$ cat config.mk
export PLATFORM = sky130hd
export DESIGN_NAME = nand_pc_cache
export DESIGN_NICKNAME = d
export VERILOG_FILES = /design/src/rtl/nand_pc_pkg.sv /design/src/rtl/nand_pc_addr_split.sv /design/src/rtl/nand_pc_tag.sv /design/src/rtl/nand_pc_cache.sv
export SDC_FILE = /design/constraint.sdc
export NUM_CORES = 1
export LEC_CHECK = 0
export BUFFER_PORTS_ARGS = -buffer_cell sky130_fd_sc_hd__buf_2
export CAP_MARGIN = 20
export CORE_MARGIN = 2
export CORE_UTILIZATION = 45
export DETAILED_ROUTE_END_ITERATION = 6
export GPL_TIMING_DRIVEN = 0
export PLACE_DENSITY = 0.7
export SLEW_MARGIN = 15
export SYNTH_ARGS = -nofsm -noshare
export SYNTH_HDL_FRONTEND = slang
export SYNTH_SLANG_ARGS = --single-unit
$ cat constraint.sdc
create_clock -name clk -period 2.5 [get_ports clk]
set_input_delay 0.125 -clock clk [delete_from_list [all_inputs] [get_ports clk]]
set_output_delay 0.125 -clock clk [all_outputs]
set_load 0.005 [all_outputs]
$ cat src/rtl/nand_pc_pkg.sv
`timescale 1ns/1ps
package nand_pc_pkg;
   typedef enum logic [1:0] {
      OP_LOAD_PAGE   = 2'd0,
      OP_READ_BYTE   = 2'd1,
      OP_WRITE_BYTE  = 2'd2,
      OP_COMMIT_PAGE = 2'd3
   } nand_op_e;

   typedef enum logic [2:0] {
      ST_IDLE,
      ST_CMD,
      ST_WAIT,
      ST_HACK,
      ST_FDONE
   } ctl_state_e;
endpackage

$ cat src/rtl/nand_pc_addr_split.sv
`timescale 1ns/1ps
module nand_pc_addr_split #(
   parameter int ROW_W  = 6,
   parameter int COL_W  = 11,
   parameter int DCOL_W = 12
) (
   input  logic [ROW_W+COL_W-1:0] addr,
   output logic [ROW_W-1:0]       row,
   output logic [DCOL_W-1:0]      dcol
);
   assign row = addr[ROW_W+COL_W-1:COL_W];

   generate
      if (DCOL_W > COL_W) begin : g_widen
         assign dcol = {{(DCOL_W-COL_W){1'b0}}, addr[COL_W-1:0]};
      end else if (DCOL_W == COL_W) begin : g_same
         assign dcol = addr[COL_W-1:0];
      end else begin : g_bad
         assign dcol = '0;
         $error("device column narrower than host offset");
      end
   endgenerate
endmodule

$ cat src/rtl/nand_pc_tag.sv
`timescale 1ns/1ps
module nand_pc_tag #(
   parameter int ROW_W = 6
) (
   input  logic             clk,
   input  logic             rst_n,
   input  logic             load_en,
   input  logic [ROW_W-1:0] load_row,
   input  logic             write_en,
   input  logic             commit_en,
   input  logic [ROW_W-1:0] query_row,
   output logic             valid,
   output logic [ROW_W-1:0] row,
   output logic             dirty,
   output logic             hit
);
   always_ff @(posedge clk or negedge rst_n) begin
      if (!rst_n) begin
         valid <= 1'b0;
         row   <= '0;
         dirty <= 1'b0;
      end else begin
         if (load_en) begin
            valid <= 1'b1;
            row   <= load_row;
            dirty <= 1'b0;
         end
         if (write_en)  dirty <= 1'b1;
         if (commit_en) dirty <= 1'b0;
      end
   end

   assign hit = valid && (row == query_row);

   // a buffer byte may only be changed when a page is resident
   assert_write_resident_R6: assert property (@(posedge clk) disable iff (!rst_n)
      write_en |-> valid);
   // a load must never discard changed buffer contents
   assert_load_over_clean_R5: assert property (@(posedge clk) disable iff (!rst_n)
      load_en |-> !dirty);
endmodule

$ cat src/rtl/nand_pc_cache.sv
`timescale 1ns/1ps
module nand_pc_cache
   import nand_pc_pkg::*;
#(
   parameter int ROW_W       = 6,
   parameter int PAGE_BYTES  = 2048,
   parameter int SPARE_BYTES = 64,
   parameter int DATA_W      = 8,
   localparam int COL_W      = $clog2(PAGE_BYTES),
   localparam int DCOL_W     = $clog2(PAGE_BYTES + SPARE_BYTES),
   localparam int ADDR_W     = ROW_W + COL_W
) (
   input  logic              clk,
   input  logic              rst_n,
   input  logic              hreq,
   input  logic              hwe,
   input  logic [ADDR_W-1:0] haddr,
   input  logic [DATA_W-1:0] hwdata,
   output logic              hack,
   output logic [DATA_W-1:0] hrdata,
   input  logic              flush_req,
   output logic              flush_done,
   output logic              cmd_valid,
   input  logic              cmd_ready,
   output logic [1:0]        cmd_op,
   output logic [ROW_W-1:0]  cmd_row,
   output logic [DCOL_W-1:0] cmd_col,
   output logic [DATA_W-1:0] cmd_wdata,
   input  logic              eng_done,
   input  logic [DATA_W-1:0] eng_rdata
);
   generate
      if (PAGE_BYTES != (1 << COL_W)) begin : g_chk_pow2
         $error("PAGE_BYTES must be a power of two");
      end
      if (ROW_W < 1) begin : g_chk_row
         $error("ROW_W must be at least 1");
      end
      if (SPARE_BYTES < 0) begin : g_chk_spare
         $error("SPARE_BYTES must not be negative");
      end
   endgenerate

   ctl_state_e          state;
   nand_op_e            op_q;
   logic [ROW_W-1:0]    row_q, req_row;
   logic [DCOL_W-1:0]   col_q, req_col;
   logic [DATA_W-1:0]   req_wdata, rdata_q;
   logic                req_we, flushing;

   logic [ROW_W-1:0]    a_row;
   logic [DCOL_W-1:0]   a_col;
   logic                t_valid, t_dirty, t_hit;
   logic [ROW_W-1:0]    t_row;
   logic                fin;

   nand_pc_addr_split #(.ROW_W(ROW_W), .COL_W(COL_W), .DCOL_W(DCOL_W)) u_split (
      .addr(haddr), .row(a_row), .dcol(a_col));

   assign fin = (state == ST_WAIT) && eng_done;

   nand_pc_tag #(.ROW_W(ROW_W)) u_tag (
      .clk(clk), .rst_n(rst_n),
      .load_en(fin && op_q == OP_LOAD_PAGE), .load_row(row_q),
      .write_en(fin && op_q == OP_WRITE_BYTE),
      .commit_en(fin && op_q == OP_COMMIT_PAGE),
      .query_row(a_row),
      .valid(t_valid), .row(t_row), .dirty(t_dirty), .hit(t_hit));

   always_ff @(posedge clk or negedge rst_n) begin
      if (!rst_n) begin
         state     <= ST_IDLE;
         op_q      <= OP_LOAD_PAGE;
         row_q     <= '0;
         col_q     <= '0;
         req_row   <= '0;
         req_col   <= '0;
         req_wdata <= '0;
         req_we    <= 1'b0;
         rdata_q   <= '0;
         flushing  <= 1'b0;
      end else begin
         case (state)
            ST_IDLE: begin
               if (hreq) begin
                  req_we    <= hwe;
                  req_row   <= a_row;
                  req_col   <= a_col;
                  req_wdata <= hwdata;
                  flushing  <= 1'b0;
                  state     <= ST_CMD;
                  if (t_hit) begin
                     op_q  <= hwe ? OP_WRITE_BYTE : OP_READ_BYTE;
                     row_q <= a_row;
                     col_q <= a_col;
                  end else if (t_dirty) begin
                     op_q  <= OP_COMMIT_PAGE;
                     row_q <= t_row;
                     col_q <= '0;
                  end else begin
                     op_q  <= OP_LOAD_PAGE;
                     row_q <= a_row;
                     col_q <= '0;
                  end
               end else if (flush_req) begin
                  flushing <= 1'b1;
                  if (t_dirty) begin
                     op_q  <= OP_COMMIT_PAGE;
                     row_q <= t_row;
                     col_q <= '0;
                     state <= ST_CMD;
                  end else begin
                     state <= ST_FDONE;
                  end
               end
            end
            ST_CMD: if (cmd_ready) state <= ST_WAIT;
            ST_WAIT: if (eng_done) begin
               case (op_q)
                  OP_COMMIT_PAGE: begin
                     if (flushing) begin
                        state <= ST_FDONE;
                     end else begin
                        op_q  <= OP_LOAD_PAGE;
                        row_q <= req_row;
                        col_q <= '0;
                        state <= ST_CMD;
                     end
                  end
                  OP_LOAD_PAGE: begin
                     op_q  <= req_we ? OP_WRITE_BYTE : OP_READ_BYTE;
                     col_q <= req_col;
                     state <= ST_CMD;
                  end
                  default: begin
                     if (op_q == OP_READ_BYTE) rdata_q <= eng_rdata;
                     state <= ST_HACK;
                  end
               endcase
            end
            ST_HACK: state <= ST_IDLE;
            ST_FDONE: begin
               flushing <= 1'b0;
               state    <= ST_IDLE;
            end
            default: state <= ST_IDLE;
         endcase
      end
   end

   assign cmd_valid  = (state == ST_CMD);
   assign cmd_op     = op_q;
   assign cmd_row    = row_q;
   assign cmd_col    = col_q;
   assign cmd_wdata  = req_wdata;
   assign hack       = (state == ST_HACK);
   assign hrdata     = rdata_q;
   assign flush_done = (state == ST_FDONE);

   assert_cmd_hold_R9: assert property (@(posedge clk) disable iff (!rst_n)
      cmd_valid && !cmd_ready |=> cmd_valid && $stable(cmd_op) && $stable(cmd_row)
                                  && $stable(cmd_col) && $stable(cmd_wdata));
   assert_data_cols_only_R1: assert property (@(posedge clk) disable iff (!rst_n)
      cmd_valid && (cmd_op == OP_READ_BYTE || cmd_op == OP_WRITE_BYTE)
         |-> cmd_col < DCOL_W'(PAGE_BYTES));
   assert_byte_on_resident_R3: assert property (@(posedge clk) disable iff (!rst_n)
      cmd_valid && (cmd_op == OP_READ_BYTE || cmd_op == OP_WRITE_BYTE)
         |-> t_valid && cmd_row == t_row);
   assert_commit_when_dirty_R5: assert property (@(posedge clk) disable iff (!rst_n)
      cmd_valid && cmd_op == OP_COMMIT_PAGE |-> t_dirty && cmd_row == t_row);
   assert_ack_single_R10: assert property (@(posedge clk) disable iff (!rst_n)
      hack |=> !hack);
   assert_flush_leaves_clean_R7: assert property (@(posedge clk) disable iff (!rst_n)
      flush_done |-> !t_dirty);
endmodule

; Word level (Yosys, flattened, before mapping)
; Index checks and enable logic that the tools add are counted.
[classes]
n_eq_ne = 16
muxes = 42
n_reduce_logical = 17
bitwise_logic = 1
[op_table]
columns = cell, n
row1 = 12-bit two-way mux, 5
row2 = 6-bit two-way mux, 8
row3 = 12-bit case mux with 2 select lines, 2
row4 = 2-bit two-way mux, 9
row5 = 3-bit two-way mux, 6
row6 = 6-bit case mux with 2 select lines, 1
row7 = 6-bit AND reduction, 2
row8 = 11-bit two-way mux, 1
row9 = 3-bit case mux with 3 select lines, 1
row10 = 2-bit case mux with 2 select lines, 2
row11 = 3-bit by 2-bit equality test with 1-bit output (second input constant), 2
row12 = 6-bit equality test, 1
row13 = 3-bit != test (second input constant), 2
row14 = 3-bit case mux with 2 select lines, 1
row15 = 1-bit logical AND, 5
row16 = 1-bit two-way mux, 5
row17 = 2-bit equality test (second input constant), 2
row18 = 2-bit by 1-bit != test with 1-bit output (second input constant), 2
row19 = 2-bit != test (second input constant), 2
row20 = 2-bit AND reduction, 2
row21 = 4-bit AND reduction, 1
row22 = 2-bit nonzero test, 2
row23 = 3-bit by 1-bit equality test with 1-bit output (second input constant), 1
row24 = 3-bit equality test (second input constant), 1
row25 = 10 further kinds, 10
[word_totals]
out_inout_bits = 39
input_bits = 40
wordCells = 89
regBits = 66

; Logic depth before layout (Yosys ltp)
[depth]
word_depth = 6
mapped_depth = 7
mapped_depth_nobuf = 6

; Hierarchy
; From an unflattened synthesis, not the netlist that was laid out.
[unflattened]
cells_unflattened = 292
area_unflattened_um2 = 3422.0
[by_module_without_submodules]
columns = module, seq_area_each_um2, area_each_um2, instances, cells_per_inst
row1 = nand_pc_cache, 1476.4, 2891.5, 1, 246
row2 = nand_pc_tag, 200.2, 391.6, 1, 27
row3 = nand_pc_addr_split, 0.0, 138.9, 1, 19

; Worst setup path before layout
; OpenSTA, ideal clock, no wires.
[synth_path]
kind = register to register
from = register state[0]
to = register rdata_q[0] (netlist: hrdata[0])
stages_incl_launch_ff = 6
setup_ns = 0.125
t_arrival_ns = 1.689
path_slack_ns = 0.686
n_path_buf = 2
t_required_ns = 2.375
period_less_slack_ns = 1.814
cell_sequence = dfrtp_1 -> buf_6 -> or3b_4 -> buf_6 -> nor3_4 -> mux2_2
[synth_between]
elab_chain_len = 2
[synth_lines]
columns = item, line_no
row1 = start: declaration, nand_pc_cache.sv:44  ; ctl_state_e state;
row2 = start signal: assignment, nand_pc_cache.sv:72  ; state <= ST_IDLE;
row3 = start signal: assignment, nand_pc_cache.sv:91  ; state <= ST_CMD;
row4 = start signal: assignment, nand_pc_cache.sv:111  ; state <= ST_CMD;
row5 = 3-bit by 2-bit equality test with 1-bit output, nand_pc_cache.sv:83  ; case (state)
row6 = 4-bit AND reduction (no source line), n/a
row7 = end signal: assignment, nand_pc_cache.sv:136  ; if (op_q == OP_READ_BYTE) rdata_q <= eng_rdata;
row8 = end: declaration, nand_pc_cache.sv:48  ; logic [DATA_W-1:0] req_wdata, rdata_q;
; No other way between the ends.
; A chain may end at the register's enable or synchronous reset.

; Worst setup path in the final report
[layout_path]
from = register state[2]
to = register rdata_q[3] (netlist: hrdata[3])
; Same word-level chain as after synthesis.

==> impl_results.md <==
- Status: finished clean
- Root Driver: clkbuf_8
- Final hold violation count: 0
- Clk sinks: 65
- First-pass GRT wire length: about 11 mm
- Most common cell after layout, fill and taps aside: buf_2
- I/O pins: 79
- Clock slew at reported path FFs: 0.07 ns
- Die Footprint: 7440 µm²
- #FFs+latches synth: 65
- Drt first pass iters: 4
- Peak supply drop: 0.633 mV
- Most frequent cells in the layout: 83 x buf_2, 65 x dfrtp_1, 39 x mux2_2
- Die width: 86.3 µm
- Routed wire length: around 6.7 mm
- Final worst setup slack: 0.428 ns
- Synth Net Count: 306
- Max Cap Viol: 0
- RePlAce Congestion: 0.800
- Reg power frac: 41.3%
- F_max: 483 MHz
- Setup TNS: 0 ns
- Layout cells sized above 1: a little over two fifths
- Starting Density: 47.2%
- Synth Warn #: 0
- Die Ht: 86.3 µm
- Clock network power share: 19.2%
- Share of flip-flops with an asynchronous set or reset: 100%
- Crit-path max FO: 10
- Total track usage: a little under a fifth
- Drt first-iter violations: 117
- Worst Setup Path Type: reg -> reg
- Largest net degree at the start of global routing: 43
- Crit path DAT: 2.29 ns
- ANT nets after route: 0
- Sequential area share after synthesis: 53.4%
- Row count: 29
- Worst slew pin tran: 0.605 ns
- Post-DP HPWL: 4.79 mm
- Post-synth cell types: slightly above 40
- Setup crit start kind: flip-flop
- RSZ-0062 raised after global routing: false
- Post-Syn Area: 3050 µm²
- Switch Pwr: 1.49 mW
- Area grow syn2layout: 23.2%
- Vias in the first global route: 2287
- Max-slew violations: 0
- Main synth FF type: dfrtp_1
- Fin nets: around 400
- Initial antenna violation count: 0
- Min cycle time layout: 2.07 ns
- Layout Skew: 0.00970 ns
- WL/cell: 15.4 µm
- Gate Count Post-Synth: 262
- Final non-filler cell total: 435
- Worst-Skew Late Latency: 0.33 ns
- Core area: 6460 µm²
- Avg Cell Area, Syn: between 10 and 15 µm²
- Inst Count DP: 417
- Vias per inst: 5.21
- Diodes inserted: 0
- Clock buffer depth: 2
- H-tree depth: 3
- Grt total ovfl: 0
- Total setup buffers inserted after CTS: 0
- Dpl ws: 0.432 ns
- CP endpoint kind: flip-flop
- Min-Delay Path Class: in -> reg
- Fin crit share: between 80% and 90%
- CTS tree: done
- Drc violations: 0
- Slew margin rel.: 59.7%
- Switch share: 35.4%
- Post-synth EDFFs: 0
- CP required: 2.72 ns
- Logic gate share of total power: about 40%
- PortBufs: 77
- CTS Buf Count: 9
- # setup viols final: 0
- Leakage: 1.89 nW
- Pint: 2.72 mW
- PwrDens: 1120 nW/µm²
- Via Count: 2267
-- stage by stage --
step	utilization, %	instance area [µm²]	hold WS, ns	total power [mW]
after floorplan	-	3050	-0.171	2.84
after global placement	54.6	3530	0.329	3.34
after detailed placement	55.0	3550	0.0447	3.42
after CTS	58.1	3750	0.00284	4.24
after global routing	58.1	3750	0.000492	4.52
final	58.1	3750	0.0153	4.20
-- critical path, cell delays in order, from the launching register on --
cell      delay (ns)
dfrtp_1         0.36
clkbuf_2        0.17
or3b_4          0.43
buf_6           0.17
nor3_4          0.44
mux2_2          0.39
-- logic make-up (layout without fill, tap and decap cells) --
logic type      count (synthesis)  after routing  synth area share (%)
compound gates                 56             56                  12.2
other cells                     1              1                 0.123
flops                          65             65                  53.4
buf+inv                        31            127                  4.77
mux                            45             45                  16.4
fa+ha+maj                       4              4                  1.64
simple gates                   54             54                  9.74
xor+xnor                        6              6                  1.73
-- routing by layer --
metal / global-route usage [%] / wire, µm / vias to the layer above
li1: - / - / 1101
met1: 24.8 / 3040 / 1109
met2: 30.0 / 3250 / 53
met3: 6.29 / 337 / 4
met4: 6.53 / 61 / 0
met5: 0 / 0 / -
-- final timing paths --
kind                            start            to  slack (ns)  cells after the start
setup reg to reg             state[2]     hrdata[3]        0.43                      5
min in group asynchronous       rst_n     hrdata[3]        0.24                      2
max in group asynchronous       rst_n    cmd_col[3]        1.75                      3
hold reg to reg            cmd_col[3]    cmd_col[3]        0.48                      2
setup / recovery             state[2]     hrdata[3]        0.43                      5
hold / removal              hwdata[2]  cmd_wdata[2]        0.02                      2
-- cells in the mapped netlist (2+ instances only) --
cell       instances  area share, %
buf_2              7            1.2
and2_1             2           0.41
o31ai_1            2           0.49
nor3_1             3           0.49
dfrtp_1           65             53
a32oi_1            3           0.86
a21oi_1           13            2.1
mux2i_1            6            2.0
a2bb2oi_1         11            3.2
inv_1             19            2.3
nand3_1            2           0.33
nand2b_1           2           0.41
o22ai_1            5            1.0
nor2_1            11            1.4
xor2_1             6            1.7
o22a_1             2           0.58
nor2b_1            3           0.62
o21ai_0           12            2.0
nand2_1           18            2.2
or2_2              2           0.41
nand4_1            2           0.41
ha_1               4            1.6
mux2_2            39             14
o21ai_1            5           0.82
buf_6              2           0.74
-- final cells by class --
cell class,instances,area (µm²)
inverters,19,71.3
well taps,77,96.3
multi-input cells,166,1270
plain buffers,12,73.8
flip-flops and latches,65,1630
clock buffers,11,151
repair buffers,80,428
clock inverters,5,30.0
fillers,580,2710
-- registers in the layout (all words and copies together) (netlist names) --
signal       count
cmd_col         11
cmd_op           2
cmd_row          6
cmd_wdata        8
flushing         1
hrdata           8
req_col         11
req_row          6
req_we           1
state            3
u_tag.dirty      1
u_tag.row        6
u_tag.valid      1
-- power groups by stage --
stage | clock, mW | sequential [mW] | combinational, mW
floorplan | 0 | 1.73 | 1.11
global placement | 0 | 1.73 | 1.61
detailed placement | 0 | 1.75 | 1.67
CTS | 0.827 | 1.73 | 1.68
global route | 0.884 | 1.79 | 1.84
finish | 0.809 | 1.74 | 1.66
-- repair_timing --
action,in CTS,in global routing
hold endpoints to repair,24,0
gates resized for setup,0,0
hold buffers,2,0
Power figures use the tool's default switching activity.
